**src/rtl/bpc_pkg.sv**
```systemverilog
package bpc_pkg;
  typedef enum logic [2:0] {
    ST_IDLE   = 3'd0,
    ST_LAYER  = 3'd1,
    ST_FILL   = 3'd2,
    ST_JUDGE  = 3'd3,
    ST_FINISH = 3'd4
  } bpc_state_e;

  typedef enum logic [1:0] {
    PASS_SIG = 2'd0,
    PASS_REF = 2'd1,
    PASS_CLN = 2'd2
  } bpc_pass_e;

  localparam int N_UNITS    = 3;
  localparam int UNIT_LAYER = 0;
  localparam int UNIT_FILL  = 1;
  localparam int UNIT_JUDGE = 2;

  // State in which a given unit holds its enable.
  function automatic bpc_state_e unit_state(input int unit);
    case (unit)
      UNIT_LAYER: unit_state = ST_LAYER;
      UNIT_FILL:  unit_state = ST_FILL;
      default:    unit_state = ST_JUDGE;
    endcase
  endfunction
endpackage

```
**src/rtl/bpc_plane_counter.sv**
```systemverilog
module bpc_plane_counter #(
  parameter int W = 4
) (
  input  logic         clk,
  input  logic         rst,
  input  logic         load,
  input  logic         dec,
  input  logic [W-1:0] load_val,
  output logic         last_o,
  output logic [W-1:0] idx_o
);
  logic [W-1:0] remain_q;

  always_ff @(posedge clk) begin
    if (rst)       remain_q <= '0;
    else if (load) remain_q <= load_val;
    else if (dec)  remain_q <= remain_q - W'(1);
  end

  assign last_o = (remain_q == W'(1));
  assign idx_o  = remain_q - W'(1);
endmodule

```
**src/rtl/bpc_pass_seq.sv**
```systemverilog
module bpc_pass_seq
  import bpc_pkg::*;
(
  input  logic      clk,
  input  logic      rst,
  input  logic      clr,
  input  logic      adv,
  output bpc_pass_e pass_o,
  output logic      last_o
);
  bpc_pass_e pass_q;

  always_ff @(posedge clk) begin
    if (rst || clr) pass_q <= PASS_SIG;
    else if (adv) begin
      case (pass_q)
        PASS_SIG: pass_q <= PASS_REF;
        PASS_REF: pass_q <= PASS_CLN;
        default:  pass_q <= PASS_SIG;
      endcase
    end
  end

  assign pass_o = pass_q;
  assign last_o = (pass_q == PASS_CLN);
endmodule

```
**src/rtl/bpc_enable_decode.sv**
```systemverilog
module bpc_enable_decode
  import bpc_pkg::*;
(
  input  bpc_state_e           state_i,
  input  logic [N_UNITS-1:0]   fin_i,
  output logic [N_UNITS-1:0]   en_o,
  output logic                 fin_seen_o
);
  logic [N_UNITS-1:0] hit;

  for (genvar u = 0; u < N_UNITS; u++) begin : g_unit
    assign en_o[u] = (state_i == unit_state(u));
    assign hit[u]  = en_o[u] & fin_i[u];
  end

  // Only the finish of the currently enabled unit counts.
  assign fin_seen_o = |hit;
endmodule

```
**src/rtl/bpc_phase_ctrl.sv**
```systemverilog
module bpc_phase_ctrl
  import bpc_pkg::*;
#(
  parameter int MAX_PLANES = 15,
  localparam int PW = $clog2(MAX_PLANES + 1)
) (
  input  logic          clk,
  input  logic          rst,
  input  logic          start,
  input  logic [PW-1:0] plane_count,
  input  logic          layer_fin,
  input  logic          fill_fin,
  input  logic          judge_fin,
  output logic          layer_en,
  output logic          fill_en,
  output logic          judge_en,
  output logic [1:0]    pass_sel,
  output logic [PW-1:0] plane_idx,
  output logic          preproc,
  output logic          busy,
  output logic          done
);
  bpc_state_e         state_q, state_d;
  logic [N_UNITS-1:0] en_vec, fin_vec;
  logic               fin_seen;
  logic               plane_last, pass_last;
  logic               accept, plane_end;
  bpc_pass_e          pass_cur;

  assign fin_vec[UNIT_LAYER] = layer_fin;
  assign fin_vec[UNIT_FILL]  = fill_fin;
  assign fin_vec[UNIT_JUDGE] = judge_fin;

  bpc_enable_decode u_dec (
    .state_i    (state_q),
    .fin_i      (fin_vec),
    .en_o       (en_vec),
    .fin_seen_o (fin_seen)
  );

  assign accept    = (state_q == ST_IDLE) && start;
  assign plane_end = (state_q == ST_JUDGE) && fin_seen && pass_last;

  bpc_plane_counter #(.W(PW)) u_planes (
    .clk      (clk),
    .rst      (rst),
    .load     (accept),
    .dec      (plane_end),
    .load_val (plane_count),
    .last_o   (plane_last),
    .idx_o    (plane_idx)
  );

  bpc_pass_seq u_pass (
    .clk    (clk),
    .rst    (rst),
    .clr    (state_q == ST_FILL),
    .adv    ((state_q == ST_JUDGE) && fin_seen),
    .pass_o (pass_cur),
    .last_o (pass_last)
  );

  always_comb begin
    state_d = state_q;
    case (state_q)
      ST_IDLE:   if (start) state_d = (plane_count == '0) ? ST_FINISH : ST_LAYER;
      ST_LAYER:  if (fin_seen) state_d = ST_FILL;
      ST_FILL:   if (fin_seen) state_d = ST_JUDGE;
      ST_JUDGE:  if (fin_seen && pass_last) state_d = plane_last ? ST_FINISH : ST_LAYER;
      ST_FINISH: state_d = ST_IDLE;
      default:   state_d = ST_IDLE;
    endcase
  end

  always_ff @(posedge clk) begin
    if (rst) state_q <= ST_IDLE;
    else     state_q <= state_d;
  end

  assign layer_en = en_vec[UNIT_LAYER];
  assign fill_en  = en_vec[UNIT_FILL];
  assign judge_en = en_vec[UNIT_JUDGE];
  assign pass_sel = pass_cur;
  assign preproc  = (state_q == ST_LAYER) || (state_q == ST_FILL);
  assign busy     = (state_q == ST_LAYER) || (state_q == ST_FILL) || (state_q == ST_JUDGE);
  assign done     = (state_q == ST_FINISH);
endmodule

```
**config.mk**
```make
export PLATFORM = sky130hd
export DESIGN_NAME = bpc_phase_ctrl
export DESIGN_NICKNAME = d
export VERILOG_FILES = /design/src/rtl/bpc_pkg.sv /design/src/rtl/bpc_plane_counter.sv /design/src/rtl/bpc_pass_seq.sv /design/src/rtl/bpc_enable_decode.sv /design/src/rtl/bpc_phase_ctrl.sv
export SDC_FILE = /design/constraint.sdc
export NUM_CORES = 1
export LEC_CHECK = 0
export BUFFER_PORTS_ARGS = -buffer_cell sky130_fd_sc_hd__buf_4
export CORE_ASPECT_RATIO = 1.1
export CORE_UTILIZATION = 35
export DETAILED_ROUTE_END_ITERATION = 10
export GPL_ROUTABILITY_DRIVEN = 0
export GPL_TIMING_DRIVEN = 0
export SLEW_MARGIN = 15
export SYNTH_ARGS = -nofsm -noshare
export SYNTH_HDL_FRONTEND = slang
export SYNTH_HIERARCHICAL = 1
export SYNTH_SLANG_ARGS = --single-unit
```
**constraint.sdc**
```tcl
create_clock -name clk -period 2 [get_ports clk]
set_input_delay 0.4 -clock clk [delete_from_list [all_inputs] [get_ports clk]]
set_output_delay 0.4 -clock clk [all_outputs]
set_load 0.05 [all_outputs]
```
== Word-level counts from Yosys, hierarchy flattened ==
Index checks and enable logic that the tools add are counted.
Operators by class
  add/sub/neg operators: 1
  muxes and demuxes: 10
  bitwise gates (word level): 3
  equality and inequality tests: 11
  reduce and logical (&&, ||, !) cells: 13
Operators by type and width (number)
  2-to-1 mux 3 bit: 6
  one-hot mux 3 bit (4 select lines): 1
  2-to-1 mux 4 bit: 2
  equality test 3 x 2 -> 1 bit, second input constant: 2
  equality test 4 x 1 -> 1 bit, second input constant: 1
  logical AND 1 bit: 4
  zero test 4 bit: 1
  inequality test 2 x 1 -> 1 bit, second input constant: 2
  inequality test 2 bit, second input constant: 2
  one-hot mux 2 bit (2 select lines): 1
  AND reduction 4 bit: 1
  subtractor 4 x 1 -> 4 bit, second input constant: 1
  AND 1 bit: 3
  equality test 3 x 1 -> 1 bit, second input constant: 1
  equality test 3 bit, second input constant: 1
  zero test 3 bit: 1
  logical OR 1 bit: 3
  OR reduction 3 bit: 1
  equality test 2 x 1 -> 1 bit, second input constant: 1
  equality test 2 bit, second input constant: 1
  zero test 2 bit: 1
  nonzero test 2 bit: 1
Storage, ports and cells
  word-level logic and storage cells: 41
  output and inout bits: 12
  bits in registers: 9
  input port bits: 10

== Depth between registers and ports, before layout ==
Gate-level depths: netlist of the first run.
  word-level depth: 7
  gate-level depth with buffers: 7
  gate-level depth less buffers: 7

== Modules after synthesis ==
Netlist of the first run, hierarchy kept.
By module, submodules not included
  bpc_plane_counter: sequential area each 80.1 um^2, cells an instance 30, area an instance 271.5 um^2, times used 1
  bpc_phase_ctrl: sequential area each 60.1 um^2, cells an instance 31, area an instance 260.2 um^2, times used 1
  bpc_pass_seq: sequential area each 40.0 um^2, cells an instance 9, area an instance 96.3 um^2, times used 1
  bpc_enable_decode: sequential area each 0.0 um^2, cells an instance 6, area an instance 52.6 um^2, times used 1

== Worst setup path after synthesis of the first run ==
No wires, ideal clock.
  path kind: reg-to-output
  from: register u_planes.remain_q[0]
  to: output plane_idx[2]
  data required time: 1.600 ns
  arrival time: 1.718 ns
  cell stages (with the launch flop): 4
  path buffers: 0
  slack: -0.118 ns
  cell sequence: dfxtp_1 > inv_1 > ha_1 > xor2_1
On the way
  cells in the longest elaborated chain, start to end: 1
RTL lines
  start, declared: RTL line bpc_plane_counter.sv:12  | logic [W-1:0] remain_q;
  start signal, assigned: RTL line bpc_plane_counter.sv:16  | else if (load) remain_q <= load_val;
  start signal, assigned: RTL line bpc_plane_counter.sv:17  | else if (dec) remain_q <= remain_q - W'(1);
  subtractor 4 x 1 -> 4 bit: RTL line bpc_plane_counter.sv:21  | assign idx_o = remain_q - W'(1);
  end, declared: RTL line bpc_phase_ctrl.sv:18  | output logic [PW-1:0] plane_idx,
Every way passes these cells.

== Worst setup path after layout of the first run ==
Ends and elaborated chain as after synthesis.

==> results.yml, run 1 <==
critical_path:
  critical_path.top_delay_family: "flip-flops"
  slowest_delay_ns: 0.45
  crit_fanout: 4
  start_kind: "flip-flop"
  slowest_stage: "dfxtp_1"
  critical_path.startpoint: "u_planes/remain_q[0]"
  path_cells: "inv_1 -> ha_1 -> xor2_2 -> buf_4"
  crit_buf_inv: 2
  crit_type: "flip-flop to output pin"
  cp.required_ns: 1.60
  cp.arrival_ns: 1.38
  end_kind: "output pin"
  r2r_start: "state_q[1]"
global_route:
  grt_pass1_vias: 515
  gr-usage-all-layers_pct: 14.50
  gr-total-overflow: 0
  grt_pass1_wl_mm: 2.311
  antenna_found_initial: 0
  grt_start_max_net_pins: 13
pwr:
  swShare_pct: 49.92
  p_int_mw: 0.5912
  pwr-share-clk_pct: 11.7
  irDropWorstVdd_mv: 0.5226
  p_leak_nw: 0.3945
  power.density_nw_per_um2: 1301
  p_sw_mw: 0.5894
  power_frac_seq_pct: 22.7
  p_total_mw: 1.181
  pwr-share-comb_pct: 65.6
synthesis:
  synth_top_flop_cell: "dfxtp_1"
  ys_seq_area_share_pct: 26.47
  synth.area.top_cells: "dfxtp_1, a2111oi_2, nor2_1, inv_1, xor2_1"
  synthCells: 76
  syn_nets: 88
  yosys_warnings: 6
  syn_area_um2: 680.7
  synth_cell_types: 35
  yosys-top-cells-count: "dfxtp_1, nor2_1, inv_1"
  synth_top_area_cell: "dfxtp_1"
  yosysTopAreaCellShare_pct: 26.47
  yosysMostFrequentCell: "dfxtp_1"
  synth_edf_count: 0
  async_flop_share_pct: 0
  synth-seq-cells: 9
  avgSynthCellArea_um2: 8.956
floorplanning:
  dieArea_um2: 2125
  initial_core_util_pct: 37.78
  die_x_um: 44.05
  io-pin-count: 22
  fp-row-count: 16
  core-area_um2: 1802
  die_h_um: 48.25
timing:
  rsz0062_at_grt: "no"
  setup_viol: 0
  max_slew_margin_pct: 73.65
  maxSlewViolCount: 0
  timing.final.ws_setup_ns: 0.2159
  fmax_mhz: 560.5
  period_needed_ns: 1.784
  final_hold_viol_count: 0
  tightest_slew_ns: 0.3946
  layout_worst_path_cycle_share_pct: 89.20
  fin_tns_setup_ns: 0
  fin_worst_skew_ns: 0.001290
finish:
  fillCellCount: 188
  insertedDiodeCount: 0
  drive_gt1_share_pct: 41.18
  fin_nets: 115
  multiInputGateArea_um2: 456.7
  fin_area_um2: 907.1
  area_growth_pct: 33.27
  finalNonFillerCells: 120
  regArea_um2: 182.7
route:
  drt_pass1_iterations: 6
  vias: 626
  via_per_inst: 5.217
  wire_per_inst_um: 12.11
  drtAntennaViolNets: 0
  drc_errors: 0
  routed_wl_mm: 1.453
  drt_iter0_drc: 15
place:
  place_hpwl_mm: 1.079
  place_ws_ns: -0.1878
  io_buffers: 21
  dpl-instance-area_um2: 868.3
  dpl.cell_count: 115
clocking:
  root_buffer: "clkbuf_4"
  clkTransAtPathRegs_ns: 0.06
  cts.sinks: 9
  hold_buffers: 0
  cts.path.max_buffers: 2
  numCtsBuffers: 3
  clk_latency_ns: 0.25
  tritoncts: "built"
  cts-htree-levels: 1
status:
  status: "completed"
min_path:
  hp-start: "rst"
  hp-class: "input port to flip-flop"
run:
  drv_cap: 0
[worst paths after layout]
kind | to | slack [ns] | cells past startpoint
min reg2reg | u_pass/pass_o[0] | 0.53 | 2
max | plane_idx[2] | 0.22 | 4
max reg2reg | u_planes/remain_q[1] | 0.23 | 7
min | u_pass/pass_o[0] | 0.39 | 2
[final cells by class]
cell class / instances / area share, %
repair buffers: 22 / 18.21
multi-input cells: 57 / 50.34
plain buffers: 3 / 3.034
flip-flops and latches: 9 / 20.14
clock buffers: 4 / 2.897
inverters: 7 / 2.897
well taps: 18 / 2.483
[layer usage]
layer,track usage (%),share of wire (%)
met5,0,0
met4,1.818,0.48
met3,4.444,2.7
met2,23.24,48
met1,19.91,49
[power by group through the flow]
stage | Clock [mW] | Sequential (mW) | Combinational [mW]
finish | 0.139 | 0.268 | 0.774
detailed placement | 0 | 0.269 | 0.761
global placement | 0 | 0.268 | 0.755
global route | 0.150 | 0.276 | 0.826
floorplan | 0 | 0.260 | 0.585
CTS | 0.144 | 0.265 | 0.777
[metrics by stage]
step,utilization [%],hold WS [ns]
final,50.35,0.3883
after global routing,50.35,0.3872
after CTS,50.07,0.3830
after detailed placement,48.19,0.5265
after global placement,48.19,0.5060
after floorplan,-,0.4646
[sequential cells by signal (all words and copies together), names as in the netlist]
signal             cells
u_pass/pass_o          2
state_q                3
u_planes/remain_q      4
[logic make-up after synthesis]
family                     synth area share (%)
adders and majority gates                 3.676
AOI/OAI and AO/OA                         20.22
buffers and inverters                     7.904
and+or+nand+nor                           32.36
xor gates and xnor gates                  6.435
muxes                                     2.941
DFF                                       26.47
[timing repair]
item                       in CTS  in global routing
buffers inserted                1                  0
gates cloned                    0                  0
setup endpoints to repair       5                  4
resized for setup               0                  4
pin swaps                       1                  0
[cells in the final DEF (no fill, tap or decap), drive strengths merged, types with 3 or more instances in the layout]
cell type,netlist,layout
nor3b,3,3
nor2,8,8
xor2,3,3
a211oi,4,4
clkbuf,0,4
nand2b,3,3
buf,3,25
a21oi,4,4
dfxtp,9,9
and2,3,3
inv,7,7
(Power assumes the default switching activity.)
==> run 2: changes to the inputs <==
- CORE_ASPECT_RATIO: 1.1 -> not set
==> results.yml, run 2 (synthesis results as in run 1) <==
critical_path:
  start_kind: "flip-flop"
  end_kind: "flip-flop"
  rrSetupSlack_ns: 0.19
  cp.required_ns: 2.19
  r2r_start: "state_q[0]"
  regToRegEndpoint: "u_planes/remain_q[1]"
  crit_fanout: 6
  r2r_cells: 7
  crit_type: "flip-flop to flip-flop"
  cp.arrival_ns: 2.00
  crit_end: "u_planes/remain_q[1]"
  critical_path.startpoint: "state_q[0]"
finish:
  fin_nets: 115
  fillCellCount: 183
  area_growth_pct: 34.37
  finalNonFillerCells: 127
  insertedDiodeCount: 0
  drive_gt1_share_pct: 40.20
  final_common_cell: "buf_4"
  top_register: "u_planes/remain_q"
  final_cell_mix: "buf_4, nor2_1, dfxtp_1"
  largest_reg_flops: 4
clocking:
  numCtsBuffers: 3
  cts.sinks: 9
  clk_latency_ns: 0.26
  tritoncts: "built"
  cts-htree-levels: 1
  root_buffer: "clkbuf_4"
  cts.path.max_buffers: 2
  clkTransAtPathRegs_ns: 0.06
global_route:
  use_met2_pct: 21.41
  grt_pass1_vias: 522
  grt_pass1_wl_mm: 2.339
  gr-total-overflow: 0
  top_usage_layer: "met1"
  antenna_found_initial: 0
  grt_start_max_net_pins: 13
  met1_usage_pct: 22.62
  gr-usage-all-layers_pct: 15.55
  gr-usage-met3_pct: 5.882
timing:
  fmax_mhz: 552.3
  layout_worst_path_cycle_share_pct: 90.53
  period_needed_ns: 1.811
  final_hold_viol_count: 0
  tightest_slew_ns: 0.3950
  fin_tns_setup_ns: 0
  maxSlewViolCount: 0
  setup_viol: 0
  rsz0062_at_grt: "no"
  fin_worst_skew_ns: 0.006727
  max_slew_margin_pct: 73.63
floorplanning:
  fp-row-count: 15
  die_h_um: 46.10
  io-pin-count: 22
  initial_core_util_pct: 38.18
  core-area_um2: 1783
  die_x_um: 46.10
  dieArea_um2: 2125
route:
  drtAntennaViolNets: 0
  via_per_inst: 4.961
  vias: 630
  drt_iter0_drc: 6
  drc_errors: 0
  routed_wl_mm: 1.385
  drt_pass1_iterations: 4
  wire_per_inst_um: 10.91
pwr:
  power.density_nw_per_um2: 1290
  p_leak_nw: 0.3943
  irDropWorstVdd_mv: 0.4805
place:
  dpl.cell_count: 122
  place_hpwl_mm: 1.046
  io_buffers: 21
run:
  drv_cap: 0
min_path:
  hp-class: "input port to flip-flop"
status:
  status: "completed"
run 2: routing by layer:
| metal | part of all wire, % | vias up | routed length, um |
|---|---|---|---|
| met5 | 0 | - | 0 |
| met4 | 0.72 | 0 | 10 |
| met1 | 52 | 291 | 725 |
| li1 | - | 324 | - |
| met3 | 4.0 | 2 | 56 |
| met2 | 43 | 13 | 593 |
run 2: power by group:
group	internal [mW]	switching [mW]	leakage (nW)	total, mW
logic	0.299	0.473	0.305	0.773
clock network	0.0768	0.0637	0.0150	0.141
registers	0.213	0.0534	0.0741	0.266
run 2: worst max-delay path: stages (launching register included):
cell and delay [ns]:
dfxtp_1 0.44, a21oi_1 0.08, a211oi_2 0.25, and4b_2 0.31, and2_2 0.23, nor2_1 0.05
a211o_1 0.26, a21oi_1 0.13
run 2: worst min path at each step:
stage	start	cells past startpoint	to	slack, ns
2_1_floorplan	rst	1	u_pass/pass_o[0]	0.46
3_3_place_gp	u_pass/pass_o[1]	2	u_pass/pass_o[1]	0.51
3_5_place_dp	u_pass/pass_o[1]	2	u_pass/pass_o[1]	0.51
4_1_cts	rst	2	u_pass/pass_o[0]	0.38
5_1_grt	rst	2	u_pass/pass_o[0]	0.39
6_report	rst	2	u_pass/pass_o[0]	0.39
run 2: metrics by stage:
| step | hold WS (ns) | cell area, um2 | setup WS, ns | power (mW) | util [%] |
|---|---|---|---|---|---|
| 6_report | 0.3898 | 914.6 | 0.1894 | 1.179 | 51.30 |
| 3_5_place_dp | 0.5144 | 877.1 | -0.1429 | 1.027 | 49.19 |
| 2_1_floorplan | 0.4646 | 688.2 | 0.01925 | 0.8450 | - |
| 5_1_grt | 0.3855 | 914.6 | 0.04022 | 1.255 | 51.30 |
| 3_3_place_gp | 0.5068 | 877.1 | -0.1517 | 1.027 | 49.19 |
| 4_1_cts | 0.3811 | 910.9 | 0.06719 | 1.189 | 51.09 |
run 2: final cells by class:
cell class / instances / area (um2) / area share, %
plain buffers: 3 / 27.53 / 3.010
clock buffers: 4 / 26.28 / 2.873
inverters: 7 / 26.28 / 2.873
multi-input cells: 57 / 456.7 / 49.93
flip-flops and latches: 9 / 181.4 / 19.84
well taps: 25 / 31.28 / 3.420
repair buffers: 22 / 165.2 / 18.06
run 2: timing repair:
action / in CTS / in global routing
hold buffers: 0 / 0
setup endpoints to repair: 5 / 3
setup buffers: 1 / 0
pin swaps: 1 / 0
hold endpoints to repair: 0 / 0
gates resized for setup: 0 / 3
